--- config.mk ---
export PLATFORM = sky130hd
export DESIGN_NAME = i2c_addr_match
export DESIGN_NICKNAME = d
export VERILOG_FILES = /design/src/rtl/aam_pkg.sv /design/src/rtl/aam_phase.sv /design/src/rtl/aam_slot.sv /design/src/rtl/aam_range.sv /design/src/rtl/i2c_addr_match.sv
export SDC_FILE = /design/constraint.sdc
export NUM_CORES = 1
export LEC_CHECK = 0
export BUFFER_PORTS_ARGS = -buffer_cell sky130_fd_sc_hd__buf_2
export CAP_MARGIN = 20
export CORE_MARGIN = 2
export CORE_UTILIZATION = 50
export DETAILED_ROUTE_END_ITERATION = 16
export HOLD_SLACK_MARGIN = 0.12
export PLACE_DENSITY = 0.89
export SYNTH_ARGS = -nofsm -noshare
export SYNTH_HDL_FRONTEND = slang
export SYNTH_HIERARCHICAL = 1
export SYNTH_SLANG_ARGS = --single-unit
--- constraint.sdc ---
create_clock -name clk_i -period 3.68 [get_ports clk_i]
set_input_delay 0.736 -clock clk_i [delete_from_list [all_inputs] [get_ports clk_i]]
set_output_delay 0.736 -clock clk_i [all_outputs]
set_load 0.02 [all_outputs]
--- src/rtl/aam_pkg.sv ---
package aam_pkg;
  typedef enum logic [1:0] {
    PH_IDLE   = 2'd0,
    PH_FIRST  = 2'd1,
    PH_SECOND = 2'd2
  } phase_e;

  typedef struct packed {
    logic s0_wide;   // slot 0 (and range) compares 10-bit
    logic s1_en;     // slot 1 compares
    logic s1_wide;   // slot 1 compares 10-bit
    logic rng;       // range mode
  } mode_cfg_t;

  function automatic mode_cfg_t mode_decode(input logic [2:0] m);
    mode_cfg_t c;
    c.rng     = m[2] & m[1];
    c.s0_wide = m[0];
    c.s1_en   = (m[2] | m[1]) & ~c.rng;
    c.s1_wide = m[2] ^ m[0];
    return c;
  endfunction
endpackage

--- src/rtl/aam_phase.sv ---
module aam_phase
  import aam_pkg::*;
#(
  parameter int ADDR_W = 10,
  parameter int BYTE_W = 8
) (
  input  logic              clk_i,
  input  logic              rst_ni,
  input  logic              start_i,
  input  logic              stop_i,
  input  logic              byte_valid_i,
  input  logic [BYTE_W-1:0] byte_i,
  input  logic              byte_first_i,
  output logic              done_o,
  output logic              wide_o,
  output logic [ADDR_W-1:0] addr_o,
  output logic              rw_o
);
  localparam int HI_W = ADDR_W - BYTE_W;
  localparam int PRE_W = BYTE_W - HI_W - 1;
  localparam logic [PRE_W-1:0] HDR_PRE = '1 << 1; // 11110

  phase_e          phase_q;
  logic [HI_W-1:0] hi_q;
  logic            rw_q;
  logic            hdr, armed, take_first, take_second;

  assign hdr         = byte_i[BYTE_W-1 -: PRE_W] == HDR_PRE;
  assign armed       = phase_q != PH_IDLE;
  assign take_first  = !start_i && !stop_i && byte_valid_i && armed && byte_first_i;
  assign take_second = !start_i && !stop_i && byte_valid_i && (phase_q == PH_SECOND) && !byte_first_i;

  always_ff @(posedge clk_i or negedge rst_ni) begin
    if (!rst_ni) begin
      phase_q <= PH_IDLE;
      hi_q    <= '0;
      rw_q    <= 1'b0;
    end else if (start_i) begin
      phase_q <= PH_FIRST;
    end else if (stop_i) begin
      phase_q <= PH_IDLE;
    end else if (take_first) begin
      if (hdr) begin
        phase_q <= PH_SECOND;
        hi_q    <= byte_i[HI_W:1];
        rw_q    <= byte_i[0];
      end else begin
        phase_q <= PH_IDLE;
      end
    end else if (take_second) begin
      phase_q <= PH_IDLE;
    end
  end

  assign done_o = (take_first && !hdr) || take_second;
  assign wide_o = take_second;
  assign rw_o   = take_second ? rw_q : byte_i[0];
  assign addr_o = take_second ? {hi_q, byte_i}
                              : {{(ADDR_W-BYTE_W+1){1'b0}}, byte_i[BYTE_W-1:1]};
endmodule

--- src/rtl/aam_slot.sv ---
module aam_slot #(
  parameter int ADDR_W  = 10,
  parameter int SHORT_W = 7
) (
  input  logic              en_i,
  input  logic              want_wide_i,
  input  logic              wide_i,
  input  logic [ADDR_W-1:0] addr_i,
  input  logic [ADDR_W-1:0] ref_i,
  output logic              hit_o
);
  logic eq_long, eq_short;
  assign eq_long  = addr_i == ref_i;
  assign eq_short = addr_i[SHORT_W-1:0] == ref_i[SHORT_W-1:0];
  assign hit_o = en_i && (want_wide_i ? (wide_i && eq_long) : (!wide_i && eq_short));
endmodule

--- src/rtl/aam_range.sv ---
module aam_range #(
  parameter int ADDR_W  = 10,
  parameter int SHORT_W = 7
) (
  input  logic              en_i,
  input  logic              want_wide_i,
  input  logic              wide_i,
  input  logic [ADDR_W-1:0] addr_i,
  input  logic [ADDR_W-1:0] lo_i,
  input  logic [ADDR_W-1:0] hi_i,
  output logic              hit_o
);
  logic in_long, in_short;
  assign in_long  = (addr_i >= lo_i) && (addr_i <= hi_i);
  assign in_short = (addr_i[SHORT_W-1:0] >= lo_i[SHORT_W-1:0]) &&
                    (addr_i[SHORT_W-1:0] <= hi_i[SHORT_W-1:0]);
  assign hit_o = en_i && (want_wide_i ? (wide_i && in_long) : (!wide_i && in_short));
endmodule

--- src/rtl/i2c_addr_match.sv ---
module i2c_addr_match
  import aam_pkg::*;
#(
  parameter int ADDR_W  = 10,
  parameter int SHORT_W = 7,
  parameter int BYTE_W  = 8,
  parameter logic [BYTE_W-1:0] GC_BYTE    = 8'h00,
  parameter logic [BYTE_W-1:0] ALERT_BYTE = 8'h19
) (
  input  logic              clk_i,
  input  logic              rst_ni,
  input  logic              start_i,
  input  logic              stop_i,
  input  logic              byte_valid_i,
  input  logic [7:0]        byte_i,
  input  logic              byte_first_i,
  input  logic [9:0]        addr0_i,
  input  logic [9:0]        addr1_i,
  input  logic [2:0]        mode_i,
  input  logic              gc_en_i,
  input  logic              alert_en_i,
  output logic              am0_o,
  output logic              am1_o,
  output logic              gc_o,
  output logic              alert_o,
  output logic [10:0]       raddr_o,
  output logic              raddr_nv_o,
  output logic              addr_valid_o
);
  localparam int RADDR_W = ADDR_W + 1;
  localparam int NSLOT   = 2;

  mode_cfg_t            cfg;
  logic                 done, wide, rw;
  logic [ADDR_W-1:0]    addr;
  logic [ADDR_W-1:0]    refs [NSLOT];
  logic [NSLOT-1:0]     slot_en, slot_wide, slot_hit;
  logic                 rng_hit, short_ok;
  logic [BYTE_W-1:0]    short_byte;

  assign cfg = mode_decode(mode_i);

  aam_phase #(.ADDR_W(ADDR_W), .BYTE_W(BYTE_W)) u_phase (
    .clk_i, .rst_ni, .start_i, .stop_i, .byte_valid_i, .byte_i, .byte_first_i,
    .done_o(done), .wide_o(wide), .addr_o(addr), .rw_o(rw)
  );

  assign refs[0]      = addr0_i;
  assign refs[1]      = addr1_i;
  assign slot_en[0]   = !cfg.rng;
  assign slot_en[1]   = cfg.s1_en;
  assign slot_wide[0] = cfg.s0_wide;
  assign slot_wide[1] = cfg.s1_wide;

  for (genvar s = 0; s < NSLOT; s++) begin : g_slot
    aam_slot #(.ADDR_W(ADDR_W), .SHORT_W(SHORT_W)) u_slot (
      .en_i(slot_en[s]), .want_wide_i(slot_wide[s]), .wide_i(wide),
      .addr_i(addr), .ref_i(refs[s]), .hit_o(slot_hit[s])
    );
  end

  aam_range #(.ADDR_W(ADDR_W), .SHORT_W(SHORT_W)) u_range (
    .en_i(cfg.rng), .want_wide_i(cfg.s0_wide), .wide_i(wide), .addr_i(addr),
    .lo_i(addr0_i), .hi_i(addr1_i), .hit_o(rng_hit)
  );

  assign short_byte = {addr[SHORT_W-1:0], rw};
  assign short_ok   = !wide;

  always_ff @(posedge clk_i or negedge rst_ni) begin
    if (!rst_ni) begin
      am0_o        <= 1'b0;
      am1_o        <= 1'b0;
      gc_o         <= 1'b0;
      alert_o      <= 1'b0;
      raddr_o      <= '0;
      raddr_nv_o   <= 1'b1;
      addr_valid_o <= 1'b0;
    end else if (start_i || stop_i) begin
      am0_o        <= 1'b0;
      am1_o        <= 1'b0;
      gc_o         <= 1'b0;
      alert_o      <= 1'b0;
      raddr_nv_o   <= 1'b1;
      addr_valid_o <= 1'b0;
    end else begin
      addr_valid_o <= done;
      if (done) begin
        am0_o      <= slot_hit[0];
        am1_o      <= slot_hit[1] | rng_hit;
        gc_o       <= short_ok && gc_en_i && (short_byte == GC_BYTE);
        alert_o    <= short_ok && alert_en_i && (short_byte == ALERT_BYTE);
        raddr_o    <= RADDR_W'({addr, rw});
        raddr_nv_o <= 1'b0;
      end
    end
  end
endmodule

==> results of run 1 <==
==> final cells by class <==
class | count | share of cell area [%]
multi-input cells | 142 | 49.9
flip-flops and latches | 22 | 22.1
repair buffers | 83 | 19.4
inverters | 25 | 3.96
well taps | 48 | 2.41
clock buffers | 4 | 2.21
==> layout by cell type (no fill, tap or decap), types with 5 or more instances in the layout <==
master and instances:
ha_1 21, dfrtp_1 21, nor2_1 7, nand4_1 7, buf_2 55, mux2_4 7
nand2_1 8, inv_1 24, a21oi_1 5, o21ai_0 5, mux2_2 14, xnor2_1 20
buf_4 28
==> path summary, 6_finish.rpt <==
check | to | depth (start not counted) | startpoint | slack (ns)
max | am1_o | 13 | stop_i | 0.14
min | raddr_o[2] | 1 | rst_ni | 0.42
max reg2reg | am1_o | 11 | u_phase/phase_q[0] | 0.57
min reg2reg | raddr_nv_o | 2 | raddr_nv_o | 0.47
max in group asynchronous | raddr_nv_o | 1 | rst_ni | 2.91
min in group clk_i | raddr_nv_o | 2 | raddr_nv_o | 0.47
==> through the flow <==
| step | hold slack, ns | area, sq um | worst slack [ns] |
|---|---|---|---|
| after floorplan | 0.440 | 1920 | 0.0245 |
| after global routing | 0.456 | 2500 | 0.0162 |
| final | 0.421 | 2500 | 0.139 |
| after global placement | 0.457 | 2440 | -0.0753 |
| after detailed placement | 0.468 | 2440 | -0.143 |
| after CTS | 0.431 | 2500 | 0.135 |
==> registers in the layout (all words and copies together) (netlist names) <==
register / flops
u_phase/phase_q: 2
u_phase/hi_q: 2
raddr_nv_o: 1
am0_o: 1
alert_o: 1
u_phase/rw_q: 1
raddr_o: 11
addr_valid_o: 1
am1_o: 1
gc_o: 1
==> synth_stat cells, drive strengths merged, types with 2 or more instances <==
library cell,number
nor2,7
nand3,4
or4,2
inv,24
mux2,22
nand2,8
ha,21
a2111oi,3
and4,2
nor2b,2
xnor2,20
buf,2
o21ai,9
and2,2
a21bo,2
nand4,7
a21oi,5
nand2b,2
dfrtp,21
o31ai,2
==> layer usage <==
metal | vias to the layer above | global-route usage, %
met2 | 67 | 45.2
met4 | 0 | 11.7
met3 | 13 | 3.24
met1 | 845 | 32.0
met5 | - | 0
li1 | 851 | -
==> worst max-delay path, cell delays in order <==
cell and delay [ns]:
buf_2 0.10, or3b_1 0.38, or4_1 0.40, buf_4 0.18
mux2_4 0.34, ha_1 0.34, and4_4 0.21, a41o_1 0.24
a221o_1 0.31, a31oi_1 0.17, o31ai_1 0.10, o21ai_1 0.14
nand2_1 0.06
==> report_power, final <==
part           total, uW  switching [uW]  internal, uW
Combinational        204             105          98.2
Sequential           268            9.04           258
Clock                176            80.4          95.7
Total                647             195           452
==> timing repair <==
| item | 4_1_cts | 5_1_grt |
|---|---|---|
| gates resized for setup | 0 | 2 |
| endpoints found under the hold margin | 0 | 0 |
| setup endpoints to repair | 0 | 1 |
==> cell families after synthesis <==
logic type / after synthesis
DFF: 22
muxes: 22
buffers and inverters: 27
xor gates and xnor gates: 21
AOI/OAI and AO/OA: 32
and+or+nand+nor: 46
adders and majority gates: 21
==> impl_results.md, run 1 <==
* Crit Path Class: in -> reg
* Clock Latency Late Sink at 0.27 ns
* First-pass GRT wire length at 8.54 mm
* Synth top area cells: dfrtp_1, ha_1, xnor2_1
* Critical path arrival at 3.71 ns
* Max clock buf depth at 2
* Initial core utilization at 52.3%
* Core region area at 3660 sq um
* Synth cell types at 51
* Initial antenna violation count at 0
* Root Driver: clkbuf_8
* Initial drt markers at 106
* Peak fanout along the critical path at 5
* Post-Syn Instances at 191
* Fin Setup TNS at 0 ns
* GRT Total Usage at 26.0%
* Metal2 WL at 2.61 mm
* Slew Limit Fails at 0
* H-tree depth at 1
* Mapped cell area at 1910 sq um
* Met1 wire length at 2.15 mm
* Measured slew at the worst slew-check pin at 0.630 ns
* Core Util, Final at 68.2%
* Synth Area in Simple Gates at 15.0%
* Final setup viols at 0
* Compound-gate portion of the synthesized area at 12.4%
* Status: completed
* Multi-input gate area in the final layout at 1240 sq um
* Relative slew slack at 57.7%
* Max Cap Viol at 0
* Layout cell share with drive strength beyond 1 at 44.6%
* Die width at 65.9 microns
* Pin count of the biggest net entering global routing at 23
* Grt total ovfl at 0
* Tmin final at 3.54 ns
* Die ar. at 4340 sq um
* DRT antenna net count at 0
* Clk_skew at 0.00179 ns
* Mapped Avg Cell Area at 10.0 sq um
* Yosys reg bits at 22
* Sequential cell area at 552 sq um
* Warnings, synthesis at 6
* Syn nets at 251
* Final HPWL DP at 4.17 mm
* Tot Pwr at 647 uW
* IO buf count at 55
* Antenna Cells at 0
* Mux cell area share after synthesis at 14.1%
* I/O Pins at 56
* Sequential-to-total area share from yosys stat at 28.8%
* DR DRC count at 0
* CTS Buf Count at 3
* Most used DFF post-synth: dfrtp_1
* Ys async rst share at 100%
* FILL cells at 266
* Metal3 WL at 277 microns
* DIE HEIGHT at 65.9 microns
* DRT Pass-1 Iters at 4
* CP Capture Type: flip-flop
* Pleak at 0.00132 uW
* Max layer used: met4
* Setup crit start kind: primary input
* FMAX at 282 MHz
* CP required at 3.85 ns
* Syn-to-layout area delta at 30.4%
* Clock sink total at 22
* WL per Instance at 15.9 microns
* Post-synth top area share at 27.5%
* VDD IR max at 0.000338 V
* Placed insts at 320
* XOR/XNOR Fraction of Synth Area at 9.61%
* Post-route insts no fill at 324
* Final period util at 96.2%
* Nets at 337
* Post-synth EDFFs at 0
* Routability congestion estimate at 0.879
* RSZ-0062 raised after global routing: no
* Post-CTS setup buffers at 0
* Pwr/cell area at 259 nW/um^2
* Cts hold-fix bufs at 0
* Via count at 1,776
* Hold violation total from the final report at 0
* Vias in the first global route at 1,899
* Main combinational cell family by area after synthesis: simple AND/OR/NAND/NOR gates
* Core Rows at 22
* Post-synthesis adder-cell area fraction at 13.7%
* Hold Crit Class: in -> async
* CTS tree: done
* Routed WL at 5.16 mm
* Synth area leader: dfrtp_1
* Worst-path clk slew at 0.08 ns
* Via density at 5.48
(Power assumes the default switching activity.)
==> run 2: changes to the inputs <==
Settings changed: PLACE_DENSITY 0.89 to 0.9, SYNTH_HIERARCHICAL 1 to not set.
==> run 2 against run 1 <==
  * Synthesized cell count up 4.2%
  * Critical endpoint unchanged
  * Largest cell class unchanged
  * Critical path type unchanged
  * Via count down 6.9%
  * Synthesized area down 12%
  * Largest power group unchanged
  * Die area down 11%
  * Register-to-register slack better by 0.24 ns
  * Core utilization down 6.5 points
  * Hold slack worse by 0.056 ns
  * Clock skew up 0.011 ns
  * Wire length down 20%
==> impl_results.md, run 2 <==
* Post-CTS setup buffers at 0
* Vias in the first global route at 1,639
* Crit Path Class: in -> reg
* CTS tree: done
* GRT Total Usage at 22.9%
* Peak fanout along the critical path at 15
* Layout cell share with drive strength beyond 1 at 28.1%
* Antenna Cells at 0
* Routed WL at 4.12 mm
* Measured slew at the worst slew-check pin at 0.493 ns
* Hold violation total from the final report at 0
* Pin count of the biggest net entering global routing at 23
* Largest registers: raddr_o: 11 flops, u_phase.hi_q: 2 flops, u_phase.phase_q: 2 flops
* First-pass GRT wire length at 7.09 mm
* Post-synthesis adder-cell area fraction at 15.5%
* DIE HEIGHT at 62.2 microns
* Fin Setup TNS at 0 ns
* Delay-heaviest family, CP: compound AO/OA/AOI/OAI gates
* Die ar. at 3870 sq um
* Nets at 314
* Initial core utilization at 51.5%
* CTS Buf Count at 3
* Final HPWL DP at 3.32 mm
* Clock Latency Late Sink at 0.31 ns
* Top post-synthesis cells by count: nand2_1, inv_1, dfrtp_1, ha_1, o21ai_0
* Clk_skew at 0.0129 ns
* Tot Pwr at 563 uW
* Synth cell types at 46
* CP required at 3.91 ns
* VDD IR max at 0.000239 V
* Core Rows at 21
* Status: completed
* Cts hold-fix bufs at 0
* Root Driver: clkbuf_4
* Max Cap Viol at 0
* XOR/XNOR Fraction of Synth Area at 0.517%
* DRT antenna net count at 0
* Pwr/cell area at 278 nW/um^2
* Mux cell area share after synthesis at 4.43%
* Initial drt markers at 64
* Routability congestion estimate at 0.907
* CP Capture Type: flip-flop
* DRT Pass-1 Iters at 4
* Warnings, synthesis at 0
* Die width at 62.2 microns
* Syn nets at 259
* Post-synth top area share at 31.0%
* Syn-to-layout area delta at 19.7%
* Worst-path cell chain: buf_2 -> nor2_4 -> and4_1 -> o21ai_0 -> ha_1 -> and4_1 -> o21ai_0 -> o211ai_1 -> o2111ai_1 -> o31ai_2
* Final setup viols at 0
* Main combinational cell family by area after synthesis: simple AND/OR/NAND/NOR gates
* Sequential-to-total area share from yosys stat at 32.6%
* Post-Syn Instances at 199
* Tmin final at 2.96 ns
* Core region area at 3280 sq um
* Max FFs per register at 11
* Count leader, synth: nand2_1
* RSZ-0062 raised after global routing: no
* Most used DFF post-synth: dfrtp_1
* Relative slew slack at 67.1%
* Largest reg by FF count: raddr_o
* Mapped cell area at 1690 sq um
* Worst-path clk slew at 0.12 ns
* H-tree depth at 1
* Commonest non-fill, non-tap cell in the layout: buf_2
* CP max stage cell: and4_1
* Hold Crit Class: in -> async
* Post-synth EDFFs at 0
* Via density at 5.53
* Ys async rst share at 100%
* Mapped Avg Cell Area at 8.51 sq um
* Synth area leader: dfrtp_1
* Critical path arrival at 3.19 ns
* I/O Pins at 56
* FILL cells at 300
* IO buf count at 55
* Final period util at 80.5%
* Grt total ovfl at 0
* Compound-gate portion of the synthesized area at 15.7%
* Max incr delay on CP at 0.55 ns
* Synth top area cells: dfrtp_1, ha_1, nand2_1
* FMAX at 338 MHz
* Clock sink total at 22
* Via count at 1,653
* Pleak at 0.00115 uW
* Initial antenna violation count at 0
* Max clock buf depth at 2
* Commonest cells after routing, fill and taps aside: buf_2, nand2_1, inv_1
* Buf/Inv on CP at 1
* WL per Instance at 13.8 microns
* Yosys reg bits at 22
* Slew Limit Fails at 0
* Synth Area in Simple Gates at 24.6%
* Post-CTS Resized at 0
* Setup crit start kind: primary input
* DR DRC count at 0
## run 2: metrics by stage
step	cells	area [sq um]	hold slack [ns]	setup slack, ns	util [%]
finish	299	2030	0.365	0.718	61.7
global route	299	2030	0.379	0.402	61.7
CTS	299	2030	0.372	0.773	61.7
detailed placement	295	2000	0.456	0.441	60.9
global placement	295	2000	0.454	0.568	60.9
floorplan	199	1690	0.440	1.03	-
## run 2: cells by family after synthesis
logic type | after synthesis
flip-flops | 22
adder cells (fa/ha/maj) | 21
XOR/XNOR | 1
buffers and inverters | 28
AND/OR/NAND/NOR | 81
multiplexers | 6
AO/OA/AOI/OAI | 40
## run 2: cell type report
cell class              instances  area, sq um  share of cell area, %
clock buffers                   4         26.3                   1.30
flip-flops and latches         22          552                   27.2
inverters                      23         86.3                   4.26
repair buffers                 55          275                   13.6
multi-input cells             149         1030                   50.8
well taps                      46         57.6                   2.84
## run 2: worst paths after layout
path                                     from          end  cells after the start  slack [ns]
setup / recovery                       stop_i        am1_o                     10        0.72
hold / removal                         rst_ni  raddr_o[10]                      1        0.37
setup reg to reg           u_phase.phase_q[0]        am1_o                      9        0.81
hold reg to reg                    raddr_nv_o   raddr_nv_o                      2        0.47
max in group asynchronous              rst_ni   raddr_nv_o                      1        2.94
min in group clk_i                 raddr_nv_o   raddr_nv_o                      2        0.47
## run 2: report_power, final
group	internal, uW	switching (uW)	leakage [uW]
logic	67.6	106	0.000843
clock network	42.3	68.7	0.0000150
registers	265	13.8	0.000288
## run 2: per-layer routing
layer | up-vias | wire (microns) | track usage [%]
li1 | 812 | - | -
met1 | 760 | 1730 | 29.3
met2 | 69 | 2000 | 37.8
met3 | 12 | 291 | 5.43
met4 | 0 | 91 | 8.33
met5 | - | 0 | 0
==> run 3: changes to the inputs <==
Clock period 3.68 ns to 3 ns, I/O delays scaled along.
==> run 3 against run 2 <==
  * Wire length grew 0.27%
  * Highest routed layer unchanged
  * Cell area grew 3.2%
  * Register-to-register slack lost 0.44 ns
  * Critical path type is now reg -> reg
  * First-iteration DRC count grew 19%
  * Final cell count grew 1.7%
  * Sequential share of layout area shrank 0.83 points
==> impl_results.md, run 3 (synthesized netlist as in run 2, its figures left out) <==
* Critical path arrival at 2.89 ns
* I/O Pins at 56
* Peak fanout along the critical path at 6
* Worst-path cell chain: nor2_1 -> nand4_2 -> buf_4 -> mux2i_1 -> inv_1 -> ha_1 -> nand4_1 -> nor2_1 -> nand3_1 -> a31oi_1 -> a22oi_1 -> o31ai_2
* Largest reg by FF count: raddr_o
* Die width at 62.2 microns
* Max FFs per register at 11
* Final period util at 87.8%
* Via count at 1,623
* Net Sw Frac at 31.1%
* IO buf count at 55
* R2R cell count at 12
* CTS Buf Count at 3
* Routability congestion estimate at 0.904
* Final HPWL DP at 3.27 mm
* Nets at 319
* Pin count of the biggest net entering global routing at 23
* Max incr delay on CP at 0.46 ns
* Buf/Inv on CP at 2
* Delay-heaviest family, CP: simple AND/OR/NAND/NOR gates
* Int Pwr at 545 uW
* Post-CTS setup buffers at 0
* Post-CTS Resized at 0
* Switch Pwr at 246 uW
* Clock Latency Late Sink at 0.32 ns
* Core Rows at 21
* RSZ-0062 raised after global routing: no
* Commonest cells after routing, fill and taps aside: buf_2, nand2_1, inv_1
* Cts hold-fix bufs at 0
* Root Driver: clkbuf_4
* First-pass GRT wire length at 7.05 mm
* DR DRC count at 0
* CTS tree: done
* Commonest non-fill, non-tap cell in the layout: buf_2
* Syn-to-layout area delta at 23.4%
* Layout cell share with drive strength beyond 1 at 29.8%
* Core region area at 3280 sq um
* Measured slew at the worst slew-check pin at 0.488 ns
* CP Capture Type: flip-flop
* Crit Path Class: reg -> reg
* Clock share of power at 29.7%
* Clk_skew at 0.0187 ns
* Tmin final at 2.63 ns
* CP required at 3.25 ns
* Via density at 5.34
* FILL cells at 277
* Status: completed
* Worst r2r src: u_phase.phase_q[0]
* Setup crit start kind: flip-flop
* WL per Instance at 13.6 microns
* Internal reg-to-reg setup slack at 0.37 ns
* Slew Limit Fails at 0
* Min Hold Slack at 0.208 ns
* Pwr/cell area at 379 nW/um^2
* Vias in the first global route at 1,595
* VDD IR max at 0.000217 V
* Die ar. at 3870 sq um
* GRT Total Usage at 22.7%
* Hold Crit Class: in -> async
* Fin Setup TNS at 0 ns
* FMAX at 380 MHz
* CP max stage cell: dfrtp_1
* Combinational Power Share at 27.1%
* DRT antenna net count at 0
* Routed WL at 4.13 mm
* Initial drt markers at 76
* DIE HEIGHT at 62.2 microns
* Worst-path clk slew at 0.15 ns
* Max Cap Viol at 0
* Initial antenna violation count at 0
* Clock sink total at 22
* Final setup viols at 0
* Largest registers: raddr_o: 11 flops, u_phase.hi_q: 2 flops, u_phase.phase_q: 2 flops
* DRT Pass-1 Iters at 4
* H-tree depth at 1
* Relative slew slack at 67.5%
* Most frequent CP cell: nor2_1
* Hold violation total from the final report at 0
* Initial core utilization at 51.5%
* Grt total ovfl at 0
* Max clock buf depth at 2
* Seq pwr share at 43.2%
* Antenna Cells at 0
* Reg2reg end: am1_o
* Pleak at 0.00118 uW
-- run 3: cell count changes in the layout (fill, tap and decap cells not counted), sizes merged --
cell / change
clkbuf: -1
buf: +5
bufinv: +1
-- run 3: stage by stage --
stage / setup WS, ns / utilization (%) / cells / instance area, sq um / power [uW]
floorplan: 0.484 / - / 199 / 1690 / 469
global placement: 0.121 / 62.0 / 300 / 2040 / 555
detailed placement: 0.0880 / 62.0 / 300 / 2040 / 559
CTS: 0.384 / 63.6 / 304 / 2090 / 793
global route: 0.0250 / 63.6 / 304 / 2090 / 843
finish: 0.367 / 63.6 / 304 / 2090 / 791
-- run 3: worst max-delay path by stage --
stage | slack [ns] | endpoint | depth (start not counted) | start
2_1_floorplan | 0.48 | am1_o | 12 | stop_i
3_3_place_gp | 0.12 | am1_o | 13 | stop_i
3_5_place_dp | 0.09 | am1_o | 13 | stop_i
4_1_cts | 0.38 | am1_o | 12 | u_phase.phase_q[0]
5_1_grt | 0.02 | am1_o | 12 | u_phase.phase_q[0]
6_report | 0.37 | am1_o | 12 | u_phase.phase_q[0]
-- run 3: final cells by class --
class,count,area [sq um],share of cell area (%)
Clock inverter,1,30.0,1.44
Timing Repair Buffer,60,313,15.0
Sequential cell,22,552,26.4
Tap cell,46,57.6,2.75
Clock buffer,3,22.5,1.08
Inverter,23,86.3,4.13
Multi-Input combinational cell,149,1030,49.2
-- run 3: worst reg2reg max path: stages, from the launching register on --
cell     delay, ns
dfrtp_1       0.46
nor2_1        0.19
nand4_2       0.20
buf_4         0.21
mux2i_1       0.20
inv_1         0.12
ha_1          0.33
nand4_1       0.08
nor2_1        0.19
nand3_1       0.13
a31oi_1       0.19
a22oi_1       0.11
o31ai_2       0.18
-- run 3: power by group through the flow --
stage               Sequential (uW)  Combinational (uW)  Clock [uW]
floorplan                       378                91.0           0
global placement                346                 209           0
detailed placement              346                 213           0
CTS                             342                 215         237
global route                    346                 239         258
finish                          342                 215         235
-- run 3: layer usage --
| metal | vias up | global-route usage [%] | wire (microns) | share of wire (%) |
|---|---|---|---|---|
| li1 | 823 | - | - | - |
| met1 | 739 | 28.6 | 1920 | 46 |
| met2 | 55 | 38.5 | 1930 | 47 |
| met3 | 6 | 4.89 | 227 | 5.5 |
| met4 | 0 | 8.33 | 48 | 1.2 |
| met5 | - | 0 | 0 | 0 |
